<file path="config.mk">
export PLATFORM = sky130hd
export DESIGN_NAME = err_cap_reg
export DESIGN_NICKNAME = d
export VERILOG_FILES = /design/src/rtl/err_cap_pkg.sv /design/src/rtl/err_cap_keygate.sv /design/src/rtl/err_cap_record.sv /design/src/rtl/err_cap_event.sv /design/src/rtl/err_cap_reg.sv
export SDC_FILE = /design/constraint.sdc
export NUM_CORES = 1
export LEC_CHECK = 0
export BUFFER_PORTS_ARGS = -buffer_cell sky130_fd_sc_hd__buf_2
export CORE_MARGIN = 2
export CORE_UTILIZATION = 39
export CTS_BUF_LIST = sky130_fd_sc_hd__clkbuf_4 sky130_fd_sc_hd__clkbuf_8
export CTS_CLUSTER_DIAMETER = 200
export DETAILED_ROUTE_END_ITERATION = 6
export GPL_TIMING_DRIVEN = 0
export PLACE_DENSITY_LB_ADDON = 0.3
export SLEW_MARGIN = 40
export SYNTH_ARGS = -nofsm -noshare
export SYNTH_HDL_FRONTEND = slang
export SYNTH_SLANG_ARGS = --single-unit
</file>
<file path="constraint.sdc">
create_clock -name clk -period 1.7 [get_ports clk]
set_input_delay 0.17 -clock clk [delete_from_list [all_inputs] [get_ports clk]]
set_output_delay 0.17 -clock clk [all_outputs]
set_load 0.01 [all_outputs]
</file>
<file path="src/rtl/err_cap_pkg.sv">
package err_cap_pkg;

    localparam int REG_W     = 32;
    localparam int NUM_KINDS = 7;
    localparam int POS_W     = 8;

    localparam logic [REG_W-1:0] UNLOCK_KEY = 32'h2130_2899;

    localparam int FIRST_LSB = 0;
    localparam int ALL_LSB   = 8;
    localparam int POS_LSB   = 16;
    localparam int CLR_BIT   = 30;
    localparam int EN_BIT    = 31;

    typedef enum logic [2:0] {
        KIND_OVERLOAD = 3'd0,
        KIND_ACK      = 3'd1,
        KIND_BIT0     = 3'd2,
        KIND_BIT1     = 3'd3,
        KIND_STUFF    = 3'd4,
        KIND_CRC      = 3'd5,
        KIND_FORM     = 3'd6
    } err_kind_e;

    typedef logic [NUM_KINDS-1:0] err_vec_t;

    typedef struct packed {
        logic clear;
        logic enable;
    } cmd_t;

    typedef struct packed {
        err_vec_t         first;
        err_vec_t         all;
        logic [POS_W-1:0] pos;
    } rec_t;

    function automatic cmd_t decode_cmd(input logic [REG_W-1:0] w);
        cmd_t c;
        c.clear  = w[CLR_BIT];
        c.enable = w[EN_BIT];
        return c;
    endfunction

    function automatic logic [REG_W-1:0] pack_view(input rec_t r, input logic en);
        logic [REG_W-1:0] v;
        v = '0;
        v[FIRST_LSB +: NUM_KINDS] = r.first;
        v[ALL_LSB   +: NUM_KINDS] = r.all;
        v[POS_LSB   +: POS_W]     = r.pos;
        v[EN_BIT]                 = en;
        return v;
    endfunction

endpackage

</file>
<file path="src/rtl/err_cap_keygate.sv">
module err_cap_keygate
    import err_cap_pkg::*;
(
    input  logic             clk,
    input  logic             rst,
    input  logic             wr_en,
    input  logic [REG_W-1:0] wr_data,
    output logic             unlocked,
    output logic             cmd_valid,
    output cmd_t             cmd
);

    logic is_key;
    assign is_key = (wr_data == UNLOCK_KEY);

    always_ff @(posedge clk) begin
        if (rst) begin
            unlocked <= 1'b0;
        end else if (wr_en && is_key) begin
            unlocked <= 1'b1;
        end
    end

    assign cmd_valid = wr_en && unlocked && !is_key;
    assign cmd       = decode_cmd(wr_data);

    // once open, the gate stays open until reset
    assert_unlock_sticky_R3: assert property (@(posedge clk) disable iff (rst)
        unlocked |=> unlocked);

endmodule

</file>
<file path="src/rtl/err_cap_record.sv">
module err_cap_record
    import err_cap_pkg::*;
(
    input  logic             clk,
    input  logic             rst,
    input  logic             cmd_valid,
    input  cmd_t             cmd,
    input  err_vec_t         strobe,
    input  logic [POS_W-1:0] bit_pos,
    output rec_t             rec_q,
    output logic             en_q,
    output logic             first_hit
);

    logic accept;
    assign accept    = !cmd_valid && en_q && (strobe != '0);
    assign first_hit = accept && (rec_q.first == '0);

    always_ff @(posedge clk) begin
        if (rst) begin
            rec_q <= '0;
            en_q  <= 1'b0;
        end else if (cmd_valid) begin
            en_q <= cmd.enable;
            if (cmd.clear) begin
                rec_q <= '0;
            end
        end else if (accept) begin
            rec_q.all <= rec_q.all | strobe;
            if (rec_q.first == '0) begin
                rec_q.first <= strobe;
                rec_q.pos   <= bit_pos;
            end
        end
    end

    assert_first_hold_R7: assert property (@(posedge clk) disable iff (rst)
        (rec_q.first != '0 && !(cmd_valid && cmd.clear))
        |=> (rec_q.first == $past(rec_q.first) && rec_q.pos == $past(rec_q.pos)));

    assert_all_grows_R7: assert property (@(posedge clk) disable iff (rst)
        !(cmd_valid && cmd.clear) |=> ((rec_q.all & $past(rec_q.all)) == $past(rec_q.all)));

    assert_idle_hold_R9: assert property (@(posedge clk) disable iff (rst)
        (!en_q && !cmd_valid) |=> $stable(rec_q));

    assert_cmd_priority_R10: assert property (@(posedge clk) disable iff (rst)
        (cmd_valid && !cmd.clear) |=> (rec_q == $past(rec_q)));

    assert_first_in_all_R6: assert property (@(posedge clk) disable iff (rst)
        ((rec_q.all & rec_q.first) == rec_q.first));

endmodule

</file>
<file path="src/rtl/err_cap_event.sv">
module err_cap_event (
    input  logic clk,
    input  logic rst,
    input  logic first_hit,
    output logic err_event
);

    always_ff @(posedge clk) begin
        if (rst) begin
            err_event <= 1'b0;
        end else begin
            err_event <= first_hit;
        end
    end

    assert_event_single_R8: assert property (@(posedge clk) disable iff (rst)
        err_event |=> !err_event);

endmodule

</file>
<file path="src/rtl/err_cap_reg.sv">
module err_cap_reg
    import err_cap_pkg::*;
(
    input  logic                 clk,
    input  logic                 rst,
    input  logic                 wr_en,
    input  logic [REG_W-1:0]     wr_data,
    output logic [REG_W-1:0]     rd_data,
    input  logic [NUM_KINDS-1:0] err_strobe,
    input  logic [POS_W-1:0]     err_bit_pos,
    output logic                 err_event
);

    logic unlocked;
    logic cmd_valid;
    cmd_t cmd;
    rec_t rec_q;
    logic en_q;
    logic first_hit;

    err_cap_keygate u_gate (
        .clk       (clk),
        .rst       (rst),
        .wr_en     (wr_en),
        .wr_data   (wr_data),
        .unlocked  (unlocked),
        .cmd_valid (cmd_valid),
        .cmd       (cmd)
    );

    err_cap_record u_rec (
        .clk       (clk),
        .rst       (rst),
        .cmd_valid (cmd_valid),
        .cmd       (cmd),
        .strobe    (err_strobe),
        .bit_pos   (err_bit_pos),
        .rec_q     (rec_q),
        .en_q      (en_q),
        .first_hit (first_hit)
    );

    err_cap_event u_evt (
        .clk       (clk),
        .rst       (rst),
        .first_hit (first_hit),
        .err_event (err_event)
    );

    assign rd_data = pack_view(rec_q, en_q);

    // while locked and idle, nothing can switch capture on
    assert_locked_idle_R2: assert property (@(posedge clk) disable iff (rst)
        (!unlocked && !en_q) |=> !en_q);

    // the event marks the edge where the first record went from empty to filled
    assert_event_first_R8: assert property (@(posedge clk) disable iff (rst)
        err_event |-> (rd_data[FIRST_LSB +: NUM_KINDS] != '0
                       && $past(rd_data[FIRST_LSB +: NUM_KINDS]) == '0));

    assert_zero_bits_R4: assert property (@(posedge clk) disable iff (rst)
        (rd_data[CLR_BIT] == 1'b0 && rd_data[29:24] == '0
         && rd_data[15] == 1'b0 && rd_data[7] == 1'b0));

endmodule

</file>
== After elaboration in Yosys (flattened, before gate mapping) ==
Index checks and enable logic that the tools add are counted.

* Bitwise logic cells: 1
* Reductions and logical operators: 14
* Multiplexer cells: 5
* Equality and inequality tests: 2

{| class="wikitable"
|+ Operators with widths
! kind !! count
|-
| 2-to-1 mux 22 bit || 3
|-
| equality test 32 x 30 -> 1 bit, second input constant || 1
|-
| 2-to-1 mux 8 bit || 1
|-
| zero test 7 bit || 1
|-
| 2-to-1 mux 7 bit || 1
|-
| OR 7 bit || 1
|-
| nonzero test 7 bit || 1
|-
| logical AND 1 bit || 6
|-
| nonzero test 2 bit || 2
|-
| AND reduction 3 bit || 1
|-
| zero test 1 bit || 2
|-
| inequality test 2 bit, second input constant || 1
|-
| AND reduction 2 bit || 1
|}

* Register bits after elaboration: 25
* Output and inout port bits: 33
* Input port bits: 50
* Logic and storage cells: 28

== Logic depth before layout (Yosys ltp) ==
Gate-level depths: netlist of the first run.

* Depth after elaboration: 8
* Gate-level depth with buffers: 7
* Depth with buffers taken out: 5

== Hierarchy ==
From an unflattened synthesis of the first run, not the netlist that was laid out.

* Cells, all modules: 116
* Area total of the unflattened synthesis: 1,167.4 um^2

{| class="wikitable"
|+ By module, submodules not included
! module !! seq. area each (um^2) !! cells an instance !! instances !! area each (um^2)
|-
| err_cap_record || 460.4 || 86 || 1 || 860.8
|-
| err_cap_keygate || 20.0 || 17 || 1 || 193.9
|-
| err_cap_reg || 0.0 || 11 || 1 || 78.8
|-
| err_cap_event || 20.0 || 2 || 1 || 33.8
|}

== Worst setup path before layout of the first run ==
No wires, ideal clock.

* Path type: register to register
* Start point: reg u_rec.rec_q[17] (netlist name)
* End point: reg u_rec.rec_q[2] (netlist name)
* Setup time: 0.060 ns
* Slack: 0.296 ns
* Buffers on the path: 2
* Data required time: 1.640 ns
* Data arrival time: 1.344 ns
* Period minus slack after synthesis: 1.404 ns
* Stages on the path, launching flop included: 8
* Cell sequence: dfxtp_1 > nor4b_1 > nand2_1 > a21oi_1 > and3b_1 > buf_6 > buf_8 > a22o_1

* Longest elaborated chain between the ends: 3

{| class="wikitable"
|+ Ends and longest elaborated chain
! element !! line !! text
|-
| zero test 7 bit || err_cap_record.sv:30 || <nowiki>if (rec_q.first == '0) begin</nowiki>
|-
| nonzero test 2 bit (no source line) || n/a ||
|-
| AND reduction 3 bit (no source line) || n/a ||
|}

Every way passes these cells.
A chain may end at the register's enable or synchronous reset.

== Worst setup path after layout of the first run ==
* Start point: reg u_rec.rec_q[16] (netlist name)
* End point: reg u_rec.rec_q[3] (netlist name)

* Longest elaborated chain between the ends: 3

{| class="wikitable"
|+ Ends and longest elaborated chain
! element !! line
|-
| zero test 7 bit || err_cap_record.sv:30
|-
| nonzero test 2 bit (no source line) || n/a
|-
| AND reduction 3 bit (no source line) || n/a
|}

Every way passes these cells.

==> results of run 1 <==
## final cells by class
class	count	area [um2]	area share, %
flip-flops and latches	25	500	33.8
multi-input cells	57	439	29.6
repair buffers	73	365	24.6
plain buffers	14	110	7.43
well taps	30	37.5	2.53
clock buffers	4	30.0	2.03
## cell usage after synthesis, types with 2 or more instances
library cell and n:
sky130_fd_sc_hd__a21oi_1 2, sky130_fd_sc_hd__a22o_1 22, sky130_fd_sc_hd__buf_4 10, sky130_fd_sc_hd__dfxtp_1 25
sky130_fd_sc_hd__nand4_1 2, sky130_fd_sc_hd__nor2_1 3, sky130_fd_sc_hd__nor4_1 3, sky130_fd_sc_hd__nor4b_1 3
sky130_fd_sc_hd__nor4b_2 2, sky130_fd_sc_hd__nor4bb_1 3
## state kept, by name (all words and copies together), names as in the netlist
| name | count |
|---|---|
| u_evt.err_event | 1 |
| u_rec.en_q | 1 |
| u_gate.unlocked | 1 |
| u_rec.rec_q | 22 |
## critical path, stage by stage (launching register included)
cell and delay, ns:
sky130_fd_sc_hd__dfxtp_1 0.35, sky130_fd_sc_hd__nor4_1 0.32, sky130_fd_sc_hd__nand2_1 0.11, sky130_fd_sc_hd__a21oi_2 0.16, sky130_fd_sc_hd__and3b_1 0.19, sky130_fd_sc_hd__buf_6 0.13, sky130_fd_sc_hd__buf_8 0.12, sky130_fd_sc_hd__a22o_1 0.14
## report_power, final
group | internal, mW | total (mW) | switching [mW]
Combinational | 0.0621 | 0.109 | 0.0464
Clock | 0.107 | 0.267 | 0.160
Sequential | 0.586 | 0.586 | 0.0000000000264
Total | 0.755 | 0.961 | 0.206
## logic make-up after synthesis
logic type,after synthesis,synth area share [%]
muxes,1,0.995
DFF,25,49.8
and+or+nand+nor,20,15.2
AOI/OAI and AO/OA,27,22.8
other,1,0.373
buffers and inverters,14,10.9
## through the flow
stage / hold slack [ns] / cell area, um2
3_3_place_gp: 0.386 / 1440
5_1_grt: 0.0575 / 1480
3_5_place_dp: 0.393 / 1440
4_1_cts: 0.0560 / 1470
2_1_floorplan: 0.242 / 1040
6_report: 0.0581 / 1480
## per-layer routing
| layer | routed length, um | vias up | GRT usage (%) | part of all wire, % |
|---|---|---|---|---|
| met1 | 1040 | 440 | 21.0 | 43 |
| met5 | 0 | - | 0 | 0 |
| met4 | 22 | 0 | 5.00 | 0.92 |
| met3 | 218 | 2 | 1.64 | 9.1 |
| li1 | - | 495 | - | - |
| met2 | 1120 | 55 | 28.4 | 47 |
## path summary, 6_finish.rpt
kind | slack, ns | to | cells after the start | from
max | 0.13 | u_rec.rec_q[3]$_SDFFE_PP0P_ | 7 | u_rec.rec_q[16]$_SDFFE_PP0P_
min reg2reg | 0.48 | u_rec.rec_q[7]$_SDFFE_PP0P_ | 1 | u_rec.rec_q[7]$_SDFFE_PP0P_
min | 0.06 | u_gate.unlocked$_SDFFE_PP0P_ | 2 | rst
max reg2reg | 0.13 | u_rec.rec_q[3]$_SDFFE_PP0P_ | 7 | u_rec.rec_q[16]$_SDFFE_PP0P_
## timing repair
| action | in CTS | in global routing |
|---|---|---|
| buffers inserted | 0 | 0 |
| endpoints found under the setup margin | 0 | 14 |
| gates resized for setup | 0 | 3 |
| endpoints found under the hold margin | 0 | 0 |
==> run_summary.xml, run 1 <==
<?xml version="1.0" encoding="UTF-8"?>
<metrics>
  <group name="yosys">
    <metric name="ys.warnings.count" unit="">0</metric>
    <metric name="yosys.area.top_type_share" unit="%">49.8</metric>
    <metric name="synthArstFlopShare" unit="%">0</metric>
    <metric name="synth_area_leaders" unit="">sky130_fd_sc_hd__dfxtp_1 (50%), sky130_fd_sc_hd__a22o_1 (19%), sky130_fd_sc_hd__buf_4 (7.5%)</metric>
    <metric name="post_synth_instance_area" unit="um2">1010</metric>
    <metric name="syn_inst" unit="">88</metric>
    <metric name="postSynth.topFlopCell" unit="">sky130_fd_sc_hd__dfxtp_1</metric>
    <metric name="leading_area_contributor_after_synthesis" unit="">sky130_fd_sc_hd__dfxtp_1</metric>
    <metric name="synth.ff_latch_count" unit="">25</metric>
    <metric name="synth.distinct_cells" unit="">23</metric>
    <metric name="syn_avg_cell_area" unit="um2">11.4</metric>
    <metric name="synth_sequential_area_ratio" unit="%">49.8</metric>
    <metric name="number_of_enable_flip_flop_cells_after_synthesis" unit="">0</metric>
  </group>
  <group name="finish">
    <metric name="antennaDiodeCount" unit="">0</metric>
    <metric name="final-instance-count-excl-fill" unit="">203</metric>
    <metric name="area.growth.synth_to_final" unit="%">47.4</metric>
    <metric name="finish.utilization" unit="%">60.4</metric>
    <metric name="fillerInstances" unit="">219</metric>
    <metric name="final_common_cell" unit="">sky130_fd_sc_hd__buf_2</metric>
    <metric name="layout.nets" unit="">224</metric>
    <metric name="mostFrequentLayoutCells" unit="">sky130_fd_sc_hd__buf_2 (74), sky130_fd_sc_hd__dfxtp_1 (25), sky130_fd_sc_hd__a22o_1 (22)</metric>
    <metric name="ratio_of_cells_with_drive_above_1_in_the_final_layout" unit="%">55.5</metric>
  </group>
  <group name="setup_path">
    <metric name="criticalPathCategory" unit="">flip-flop to flip-flop</metric>
    <metric name="crit_path_start_kind" unit="">flip-flop</metric>
    <metric name="worst_ep_required_time" unit="ns">1.96</metric>
    <metric name="worstSetupEndpointType" unit="">flip-flop</metric>
    <metric name="crit_path_arrival_time" unit="ns">1.83</metric>
    <metric name="worstPathMaxFanout" unit="">10</metric>
  </group>
  <group name="clock_network">
    <metric name="worst_skew_pair.late_latency" unit="ns">0.30</metric>
    <metric name="clk_path_buf_depth" unit="">2</metric>
    <metric name="tritoncts" unit="">done</metric>
    <metric name="tritoncts_num_sinks" unit="">25</metric>
    <metric name="cts-hold-fix-buffers" unit="">0</metric>
    <metric name="clk_pin_slew_worst_paths" unit="ns">0.12</metric>
    <metric name="clk_root_buffer_cell" unit="">sky130_fd_sc_hd__clkbuf_4</metric>
    <metric name="cts_buffers" unit="">3</metric>
    <metric name="htree_levels" unit="">1</metric>
  </group>
  <group name="timing">
    <metric name="worst_pin_slew" unit="ns">0.620</metric>
    <metric name="setup_tns" unit="ns">0</metric>
    <metric name="final_period_minus_worst_setup_slack" unit="ns">1.57</metric>
    <metric name="timing_max_transition_violations_final" unit="">0</metric>
    <metric name="post-route-worst-setup-slack" unit="ns">0.130</metric>
    <metric name="max-slew-margin-rel" unit="%">58.5</metric>
    <metric name="clock-skew-final" unit="ns">0.00336</metric>
    <metric name="layout_worst_path_cycle_share" unit="%">92.3</metric>
    <metric name="finalHoldViolations" unit="">0</metric>
    <metric name="finalSetupViolations" unit="">0</metric>
    <metric name="max_clock_freq" unit="MHz">637</metric>
  </group>
  <group name="floorplan">
    <metric name="fp-row-count" unit="">18</metric>
    <metric name="die-height" unit="um">54.8</metric>
    <metric name="die_area" unit="um2">3000</metric>
    <metric name="fp.dieW" unit="um">54.8</metric>
    <metric name="initial_core_util" unit="%">41.0</metric>
    <metric name="design.portCount" unit="">83</metric>
    <metric name="design.core.area" unit="um2">2450</metric>
  </group>
  <group name="power">
    <metric name="ir_worst_vdd" unit="mV">0.395</metric>
    <metric name="p_leak" unit="nW">0.786</metric>
    <metric name="power_after_layout" unit="mW">0.961</metric>
    <metric name="power.density" unit="nW/um2">648</metric>
  </group>
  <group name="job">
    <metric name="maxCapViolCount" unit="">0</metric>
  </group>
  <group name="placed_design">
    <metric name="place_hpwl" unit="um">2010</metric>
    <metric name="placement.io_buffers" unit="">73</metric>
    <metric name="cell_total_after_placement" unit="">199</metric>
    <metric name="finalWeightedCongestion" unit="">0.701</metric>
    <metric name="pre_cts_ws" unit="ns">0.00415</metric>
  </group>
  <group name="drt">
    <metric name="drt_iter0_markers" unit="">1</metric>
    <metric name="detail_route.wl_per_cell" unit="um">11.8</metric>
    <metric name="antenna_left" unit="">0</metric>
    <metric name="post-route-drc-count" unit="">0</metric>
    <metric name="routed_via_density" unit="">4.89</metric>
    <metric name="route.vias.total" unit="">992</metric>
    <metric name="drt_pre_antenna_iters" unit="">2</metric>
    <metric name="route.final.wire_length" unit="um">2400</metric>
  </group>
  <group name="global_routing">
    <metric name="pin_count_of_the_biggest_net_entering_global_routing" unit="">14</metric>
    <metric name="grt_pass1_wl" unit="um">3630</metric>
    <metric name="antenna_found_initial" unit="">0</metric>
    <metric name="grt.total_usage" unit="%">16.3</metric>
    <metric name="grt_ovf" unit="">0</metric>
    <metric name="vias_in_the_first_global_route" unit="">895</metric>
  </group>
  <group name="min_path">
    <metric name="holdCritPathClass" unit="">input port to flip-flop</metric>
  </group>
  <group name="outcome">
    <metric name="outcome" unit="">finished, final reports clean</metric>
  </group>
</metrics>
Power figures use the tool's default switching activity.
==> inputs of run 2 (changes only) <==
--- a/config.mk
+++ b/config.mk
@@ -6,13 +6,16 @@
 export NUM_CORES = 1
 export LEC_CHECK = 0
 export BUFFER_PORTS_ARGS = -buffer_cell sky130_fd_sc_hd__buf_2
+export CELL_PAD_IN_SITES_DETAIL_PLACEMENT = 0
+export CELL_PAD_IN_SITES_GLOBAL_PLACEMENT = 2
 export CORE_MARGIN = 2
-export CORE_UTILIZATION = 39
+export CORE_UTILIZATION = 21
 export CTS_BUF_LIST = sky130_fd_sc_hd__clkbuf_4 sky130_fd_sc_hd__clkbuf_8
 export CTS_CLUSTER_DIAMETER = 200
 export DETAILED_ROUTE_END_ITERATION = 6
 export GPL_TIMING_DRIVEN = 0
 export PLACE_DENSITY_LB_ADDON = 0.3
+export SKIP_CTS_REPAIR_TIMING = 1
 export SLEW_MARGIN = 40
 export SYNTH_ARGS = -nofsm -noshare
 export SYNTH_HDL_FRONTEND = slang
==> run_summary.xml, run 2 (synthesis results as in run 1) <==
<?xml version="1.0" encoding="UTF-8"?>
<metrics>
  <group name="drt">
    <metric name="dr_wl_met2" unit="um">1380</metric>
    <metric name="post-route-drc-count" unit="">0</metric>
    <metric name="routed_via_density" unit="">4.50</metric>
    <metric name="drt_iter0_markers" unit="">42</metric>
    <metric name="route.final.wire_length" unit="um">2830</metric>
    <metric name="drt_pre_antenna_iters" unit="">4</metric>
    <metric name="antenna_left" unit="">0</metric>
    <metric name="wl_met3" unit="um">209</metric>
    <metric name="dr.max_layer_used" unit="">met4</metric>
    <metric name="detail_route.wl_per_cell" unit="um">12.5</metric>
    <metric name="routedLengthMet1" unit="um">1210</metric>
    <metric name="route.vias.total" unit="">1022</metric>
  </group>
  <group name="power">
    <metric name="power.density" unit="nW/um2">680</metric>
    <metric name="p_leak" unit="nW">0.793</metric>
    <metric name="ir_worst_vdd" unit="mV">0.358</metric>
    <metric name="comb_power_share" unit="%">10.6</metric>
    <metric name="pwr-share-clk" unit="%">33.2</metric>
    <metric name="power.switching" unit="mW">0.229</metric>
    <metric name="switching_share" unit="%">22.0</metric>
    <metric name="power.share.sequential" unit="%">56.3</metric>
    <metric name="power_report.internal_total" unit="mW">0.811</metric>
  </group>
  <group name="finish">
    <metric name="regMostFlops" unit="">u_rec.rec_q</metric>
    <metric name="non_filler_cell_area_final" unit="um2">1530</metric>
    <metric name="mostFrequentLayoutCells" unit="">sky130_fd_sc_hd__buf_2 (74), sky130_fd_sc_hd__dfxtp_1 (25), sky130_fd_sc_hd__a22o_1 (22)</metric>
    <metric name="multiInputGateArea" unit="um2">439</metric>
    <metric name="layout.nets" unit="">224</metric>
    <metric name="ff_latch_area" unit="um2">500</metric>
    <metric name="area.growth.synth_to_final" unit="%">52.0</metric>
    <metric name="largest_register_ffs" unit="">22</metric>
    <metric name="ratio_of_cells_with_drive_above_1_in_the_final_layout" unit="%">55.5</metric>
    <metric name="fillerInstances" unit="">486</metric>
    <metric name="final_common_cell" unit="">sky130_fd_sc_hd__buf_2</metric>
    <metric name="antennaDiodeCount" unit="">0</metric>
  </group>
  <group name="timing">
    <metric name="clock-skew-final" unit="ns">0.00487</metric>
    <metric name="max_clock_freq" unit="MHz">640</metric>
    <metric name="max-slew-margin-rel" unit="%">59.3</metric>
    <metric name="finalSetupViolations" unit="">0</metric>
    <metric name="finalHoldViolations" unit="">0</metric>
    <metric name="rsz0062_at_grt" unit="">no</metric>
    <metric name="setup_tns" unit="ns">0</metric>
    <metric name="post-route-worst-setup-slack" unit="ns">0.137</metric>
    <metric name="worst_pin_slew" unit="ns">0.608</metric>
    <metric name="final_period_minus_worst_setup_slack" unit="ns">1.56</metric>
    <metric name="layout_worst_path_cycle_share" unit="%">91.9</metric>
    <metric name="hold_ws" unit="ns">0.111</metric>
    <metric name="timing_max_transition_violations_final" unit="">0</metric>
  </group>
  <group name="floorplan">
    <metric name="design.core.area" unit="um2">4660</metric>
    <metric name="initial_core_util" unit="%">21.6</metric>
    <metric name="fp-row-count" unit="">25</metric>
    <metric name="die_area" unit="um2">5360</metric>
    <metric name="die-height" unit="um">73.2</metric>
    <metric name="fp.dieW" unit="um">73.2</metric>
    <metric name="design.portCount" unit="">83</metric>
  </group>
  <group name="clock_network">
    <metric name="clk_path_buf_depth" unit="">2</metric>
    <metric name="cts_buffers" unit="">3</metric>
    <metric name="clk_pin_slew_worst_paths" unit="ns">0.09</metric>
    <metric name="clk_root_buffer_cell" unit="">sky130_fd_sc_hd__clkbuf_8</metric>
    <metric name="htree_levels" unit="">1</metric>
    <metric name="worst_skew_pair.late_latency" unit="ns">0.26</metric>
    <metric name="tritoncts" unit="">done</metric>
    <metric name="tritoncts_num_sinks" unit="">25</metric>
  </group>
  <group name="setup_path">
    <metric name="worstPathMaxFanout" unit="">10</metric>
    <metric name="ff2ff_setup_slack" unit="ns">0.14</metric>
    <metric name="r2r_start" unit="">u_rec.rec_q[16]$_SDFFE_PP0P_</metric>
    <metric name="worst_ep_required_time" unit="ns">1.91</metric>
    <metric name="crit_chain" unit="">nor4_1, nand2_1, a21oi_2, and3b_1, buf_6, buf_8, a22o_1</metric>
    <metric name="reg2reg_to" unit="">u_rec.rec_q[2]$_SDFFE_PP0P_</metric>
    <metric name="criticalPathCategory" unit="">flip-flop to flip-flop</metric>
    <metric name="worstSetupEndpointType" unit="">flip-flop</metric>
    <metric name="reg2regPathDepth" unit="">7</metric>
    <metric name="worst_path_max_stage_delay" unit="ns">0.33</metric>
    <metric name="crit_path_arrival_time" unit="ns">1.78</metric>
    <metric name="cp_slowest_cell" unit="">sky130_fd_sc_hd__dfxtp_1</metric>
    <metric name="crit_path_start_kind" unit="">flip-flop</metric>
  </group>
  <group name="placed_design">
    <metric name="placement.io_buffers" unit="">73</metric>
    <metric name="place_area" unit="um2">1470</metric>
    <metric name="pre_cts_ws" unit="ns">-0.0923</metric>
    <metric name="place_hpwl" unit="um">2360</metric>
    <metric name="finalWeightedCongestion" unit="">0.755</metric>
  </group>
  <group name="min_path">
    <metric name="timing.hold.worst_endpoint" unit="">u_rec.en_q$_SDFFE_PP0P_</metric>
    <metric name="holdCritPathClass" unit="">input port to flip-flop</metric>
    <metric name="min_delay_path_depth" unit="">2</metric>
    <metric name="hold_start" unit="">rst</metric>
  </group>
  <group name="global_routing">
    <metric name="grt.total_usage" unit="%">10.2</metric>
    <metric name="grt_ovf" unit="">0</metric>
    <metric name="pin_count_of_the_biggest_net_entering_global_routing" unit="">15</metric>
    <metric name="grt_pass1_wl" unit="um">4260</metric>
    <metric name="vias_in_the_first_global_route" unit="">989</metric>
    <metric name="antenna_found_initial" unit="">0</metric>
  </group>
  <group name="job">
    <metric name="maxCapViolCount" unit="">0</metric>
  </group>
  <group name="outcome">
    <metric name="outcome" unit="">finished, final reports clean</metric>
  </group>
</metrics>
run 2: changes by cell type in the layout (fill, tap and decap cells not counted):
| cell | delta |
|---|---|
| sky130_fd_sc_hd__clkbuf_8 | +3 |
| sky130_fd_sc_hd__clkinv_2 | +1 |
| sky130_fd_sc_hd__clkbuf_4 | -4 |
run 2: worst max-delay path: cells and delay by family, from the launching register on:
family | cells | cell delay, ns
DFF | 1 | 0.33
and+or+nand+nor | 3 | 0.64
buffers and inverters | 2 | 0.25
AOI/OAI and AO/OA | 2 | 0.30
run 2: layout make-up:
class	count	area share, %
clock inverter	1	0.327
timing repair buffer	73	23.9
multi-input combinational	57	28.7
sequential	25	32.7
tap	54	4.42
clock buffer	3	2.70
buffer	14	7.20
run 2: how the worst max path moves through the flow:
stage | from | endpoint | slack, ns
floorplan | u_rec.rec_q[17]$_SDFFE_PP0P_ | u_rec.rec_q[2]$_SDFFE_PP0P_ | 0.30
global placement | wr_data[31] | u_rec.rec_q[2]$_SDFFE_PP0P_ | -0.01
detailed placement | wr_data[6] | u_rec.rec_q[2]$_SDFFE_PP0P_ | -0.09
CTS | u_gate.unlocked$_SDFFE_PP0P_ | u_rec.rec_q[1]$_SDFFE_PP0P_ | -0.007
global route | u_rec.rec_q[16]$_SDFFE_PP0P_ | u_rec.rec_q[2]$_SDFFE_PP0P_ | 0.03
finish | u_rec.rec_q[16]$_SDFFE_PP0P_ | u_rec.rec_q[2]$_SDFFE_PP0P_ | 0.14
run 2: power by group through the flow:
stage	Combinational, mW	Clock (mW)	Sequential, mW
after floorplan	0.0406	0	0.599
after global placement	0.106	0	0.599
after detailed placement	0.108	0	0.599
after CTS	0.109	0.355	0.585
after global routing	0.121	0.384	0.585
final	0.110	0.345	0.585
run 2: per-stage QoR:
stage,utilization [%],total power [mW],cells
floorplan,-,0.639,96
global placement,31.5,0.705,223
detailed placement,31.5,0.707,223
CTS,32.5,1.05,227
global route,32.8,1.09,227
finish,32.8,1.04,227
run 2: per-layer routing:
| layer | vias up | GRT usage (%) |
|---|---|---|
| li1 | 495 | - |
| met1 | 477 | 12.9 |
| met2 | 48 | 17.2 |
| met3 | 2 | 1.38 |
| met4 | 0 | 4.12 |
| met5 | - | 0 |
==> inputs of run 3 (changes only) <==
--- a/config.mk
+++ b/config.mk
@@ -5,6 +5,7 @@
 export SDC_FILE = /design/constraint.sdc
 export NUM_CORES = 1
 export LEC_CHECK = 0
+export ABC_AREA = 1
 export BUFFER_PORTS_ARGS = -buffer_cell sky130_fd_sc_hd__buf_2
 export CELL_PAD_IN_SITES_DETAIL_PLACEMENT = 0
 export CELL_PAD_IN_SITES_GLOBAL_PLACEMENT = 2
==> run_summary.xml, run 3 <==
<?xml version="1.0" encoding="UTF-8"?>
<metrics>
  <group name="outcome">
    <metric name="outcome" unit="">finished, final reports clean</metric>
  </group>
  <group name="yosys">
    <metric name="yosys.area.top_type_share" unit="%">39.2</metric>
    <metric name="ys.warnings.count" unit="">0</metric>
    <metric name="syn_avg_cell_area" unit="um2">6.75</metric>
    <metric name="synthArstFlopShare" unit="%">0</metric>
    <metric name="postSynth.topFlopCell" unit="">sky130_fd_sc_hd__dfxtp_1</metric>
    <metric name="syn_inst" unit="">189</metric>
    <metric name="number_of_enable_flip_flop_cells_after_synthesis" unit="">0</metric>
    <metric name="synth.most_common_cell" unit="">sky130_fd_sc_hd__nand2_1</metric>
    <metric name="synth.ff_latch_count" unit="">25</metric>
    <metric name="synth.top_cells.by_count" unit="">sky130_fd_sc_hd__nand2_1 (48), sky130_fd_sc_hd__nand3_1 (33), sky130_fd_sc_hd__inv_1 (31), sky130_fd_sc_hd__dfxtp_1 (25), sky130_fd_sc_hd__nor2_1 (15)</metric>
    <metric name="post_synth_instance_area" unit="um2">1280</metric>
    <metric name="leading_area_contributor_after_synthesis" unit="">sky130_fd_sc_hd__dfxtp_1</metric>
    <metric name="synth_area_leaders" unit="">sky130_fd_sc_hd__dfxtp_1 (39%), sky130_fd_sc_hd__nand2_1 (14%), sky130_fd_sc_hd__nand3_1 (13%)</metric>
    <metric name="synth_sequential_area_ratio" unit="%">39.2</metric>
    <metric name="synth.distinct_cells" unit="">20</metric>
  </group>
  <group name="finish">
    <metric name="final_common_cell" unit="">sky130_fd_sc_hd__buf_2</metric>
    <metric name="antennaDiodeCount" unit="">0</metric>
    <metric name="regMostFlops" unit="">u_rec.rec_q</metric>
    <metric name="mostFrequentLayoutCells" unit="">sky130_fd_sc_hd__buf_2 (73), sky130_fd_sc_hd__nand2_1 (48), sky130_fd_sc_hd__nand3_1 (33)</metric>
    <metric name="largest_register_ffs" unit="">22</metric>
    <metric name="area.growth.synth_to_final" unit="%">42.4</metric>
    <metric name="ratio_of_cells_with_drive_above_1_in_the_final_layout" unit="%">36.5</metric>
    <metric name="layout.nets" unit="">325</metric>
  </group>
  <group name="global_routing">
    <metric name="vias_in_the_first_global_route" unit="">1236</metric>
    <metric name="grt_ovf" unit="">0</metric>
    <metric name="grt_pass1_wl" unit="um">5440</metric>
    <metric name="pin_count_of_the_biggest_net_entering_global_routing" unit="">15</metric>
    <metric name="grt.total_usage" unit="%">10.4</metric>
    <metric name="antenna_found_initial" unit="">0</metric>
  </group>
  <group name="drt">
    <metric name="routed_via_density" unit="">3.82</metric>
    <metric name="antenna_left" unit="">0</metric>
    <metric name="post-route-drc-count" unit="">0</metric>
    <metric name="drt_pre_antenna_iters" unit="">4</metric>
    <metric name="detail_route.wl_per_cell" unit="um">9.58</metric>
    <metric name="drt_iter0_markers" unit="">34</metric>
    <metric name="route.final.wire_length" unit="um">3340</metric>
    <metric name="route.vias.total" unit="">1332</metric>
  </group>
  <group name="clock_network">
    <metric name="tritoncts_num_sinks" unit="">25</metric>
    <metric name="cts_buffers" unit="">3</metric>
    <metric name="clk_root_buffer_cell" unit="">sky130_fd_sc_hd__clkbuf_8</metric>
    <metric name="htree_levels" unit="">1</metric>
    <metric name="tritoncts" unit="">done</metric>
    <metric name="worst_skew_pair.late_latency" unit="ns">0.27</metric>
    <metric name="clk_pin_slew_worst_paths" unit="ns">0.09</metric>
    <metric name="clk_path_buf_depth" unit="">2</metric>
  </group>
  <group name="floorplan">
    <metric name="fp.dieW" unit="um">82.0</metric>
    <metric name="die-height" unit="um">82.0</metric>
    <metric name="initial_core_util" unit="%">21.7</metric>
    <metric name="design.portCount" unit="">83</metric>
    <metric name="die_area" unit="um2">6720</metric>
    <metric name="design.core.area" unit="um2">5890</metric>
    <metric name="fp-row-count" unit="">28</metric>
  </group>
  <group name="placed_design">
    <metric name="place_hpwl" unit="um">2760</metric>
    <metric name="finalWeightedCongestion" unit="">0.713</metric>
    <metric name="placement.io_buffers" unit="">73</metric>
  </group>
  <group name="power">
    <metric name="p_leak" unit="nW">1.02</metric>
    <metric name="power.density" unit="nW/um2">589</metric>
    <metric name="ir_worst_vdd" unit="mV">0.396</metric>
    <metric name="power_after_layout" unit="mW">1.07</metric>
  </group>
  <group name="timing">
    <metric name="finalSetupViolations" unit="">0</metric>
    <metric name="layout_worst_path_cycle_share" unit="%">90.4</metric>
    <metric name="rsz0062_at_grt" unit="">no</metric>
    <metric name="final_period_minus_worst_setup_slack" unit="ns">1.54</metric>
    <metric name="finalHoldViolations" unit="">0</metric>
    <metric name="setup_tns" unit="ns">0</metric>
    <metric name="max_clock_freq" unit="MHz">651</metric>
    <metric name="clock-skew-final" unit="ns">0.00225</metric>
    <metric name="timing_max_transition_violations_final" unit="">0</metric>
  </group>
  <group name="setup_path">
    <metric name="crit_path_start_kind" unit="">flip-flop</metric>
    <metric name="criticalPathCategory" unit="">flip-flop to flip-flop</metric>
    <metric name="crit_path_arrival_time" unit="ns">1.71</metric>
    <metric name="worstPathMaxFanout" unit="">10</metric>
    <metric name="worstSetupEndpointType" unit="">flip-flop</metric>
    <metric name="worst_ep_required_time" unit="ns">1.87</metric>
  </group>
  <group name="min_path">
    <metric name="holdCritPathClass" unit="">input port to flip-flop</metric>
  </group>
  <group name="job">
    <metric name="maxCapViolCount" unit="">0</metric>
  </group>
</metrics>
==> run 3: metrics by stage <==
step                setup WS, ns  hold WS (ns)  utilization, %  cells  area (um2)
finish                     0.163         0.111            30.9    349        1820
global route              0.0356        0.0959            30.9    349        1820
CTS                       0.0364         0.100            30.8    349        1810
detailed placement        0.0531         0.398            30.0    345        1770
global placement          0.0475         0.394            30.0    345        1770
floorplan                  0.290         0.239               -    197        1310
==> run 3: final cells by class <==
cell class / instances / area, um2
inverters: 32 / 120
clock inverters: 1 / 5.00
well taps: 75 / 93.8
plain buffers: 15 / 116
clock buffers: 3 / 41.3
multi-input cells: 125 / 574
repair buffers: 73 / 365
fillers: 693 / 4070
flip-flops and latches: 25 / 500
==> run 3: report_power, final <==
| part | internal (mW) | total (mW) | switching [mW] | leakage, nW |
|---|---|---|---|---|
| clock | 0.164 | 0.356 | 0.192 | 0.0255 |
| combinational | 0.0662 | 0.129 | 0.0624 | 0.795 |
| sequential | 0.585 | 0.585 | 0.0000000000267 | 0.201 |
| total | 0.815 | 1.07 | 0.254 | 1.02 |
==> run 3: kinds of logic after synthesis <==
group / Yosys count / synth area share (%)
flip-flops: 25 / 39.2
AO/OA/AOI/OAI: 10 / 4.12
AND/OR/NAND/NOR: 106 / 37.8
buffers and inverters: 47 / 18.5
other: 1 / 0.294
==> run 3: metal layers <==
layer  GRT usage [%]  routed length, um  up-vias
met3            3.52                249        2
met2            18.1               1510       42
li1                -                  -      732
met5               0                  0        -
met1            12.5               1560      556
met4            2.00                 27        0
==> run 3: final timing paths <==
path / from / endpoint / slack [ns] / cells past startpoint
max: u_rec.rec_q[20]$_SDFFE_PP0P_ / u_rec.rec_q[6]$_SDFFE_PP0P_ / 0.16 / 7
min: rst / u_gate.unlocked$_SDFFE_PP0P_ / 0.11 / 2
max reg2reg: u_rec.rec_q[20]$_SDFFE_PP0P_ / u_rec.rec_q[6]$_SDFFE_PP0P_ / 0.16 / 7
min reg2reg: u_rec.rec_q[12]$_SDFFE_PP0P_ / u_rec.rec_q[12]$_SDFFE_PP0P_ / 0.45 / 2
==> run 3: worst max-delay path: stages, from the launching register on <==
cell and delay [ns]:
sky130_fd_sc_hd__dfxtp_1 0.33, sky130_fd_sc_hd__nor3_1 0.22, sky130_fd_sc_hd__nand3_1 0.21, sky130_fd_sc_hd__o31ai_2 0.25, sky130_fd_sc_hd__nand2_2 0.14, sky130_fd_sc_hd__buf_6 0.17
sky130_fd_sc_hd__nand3_1 0.06, sky130_fd_sc_hd__nand2_1 0.05
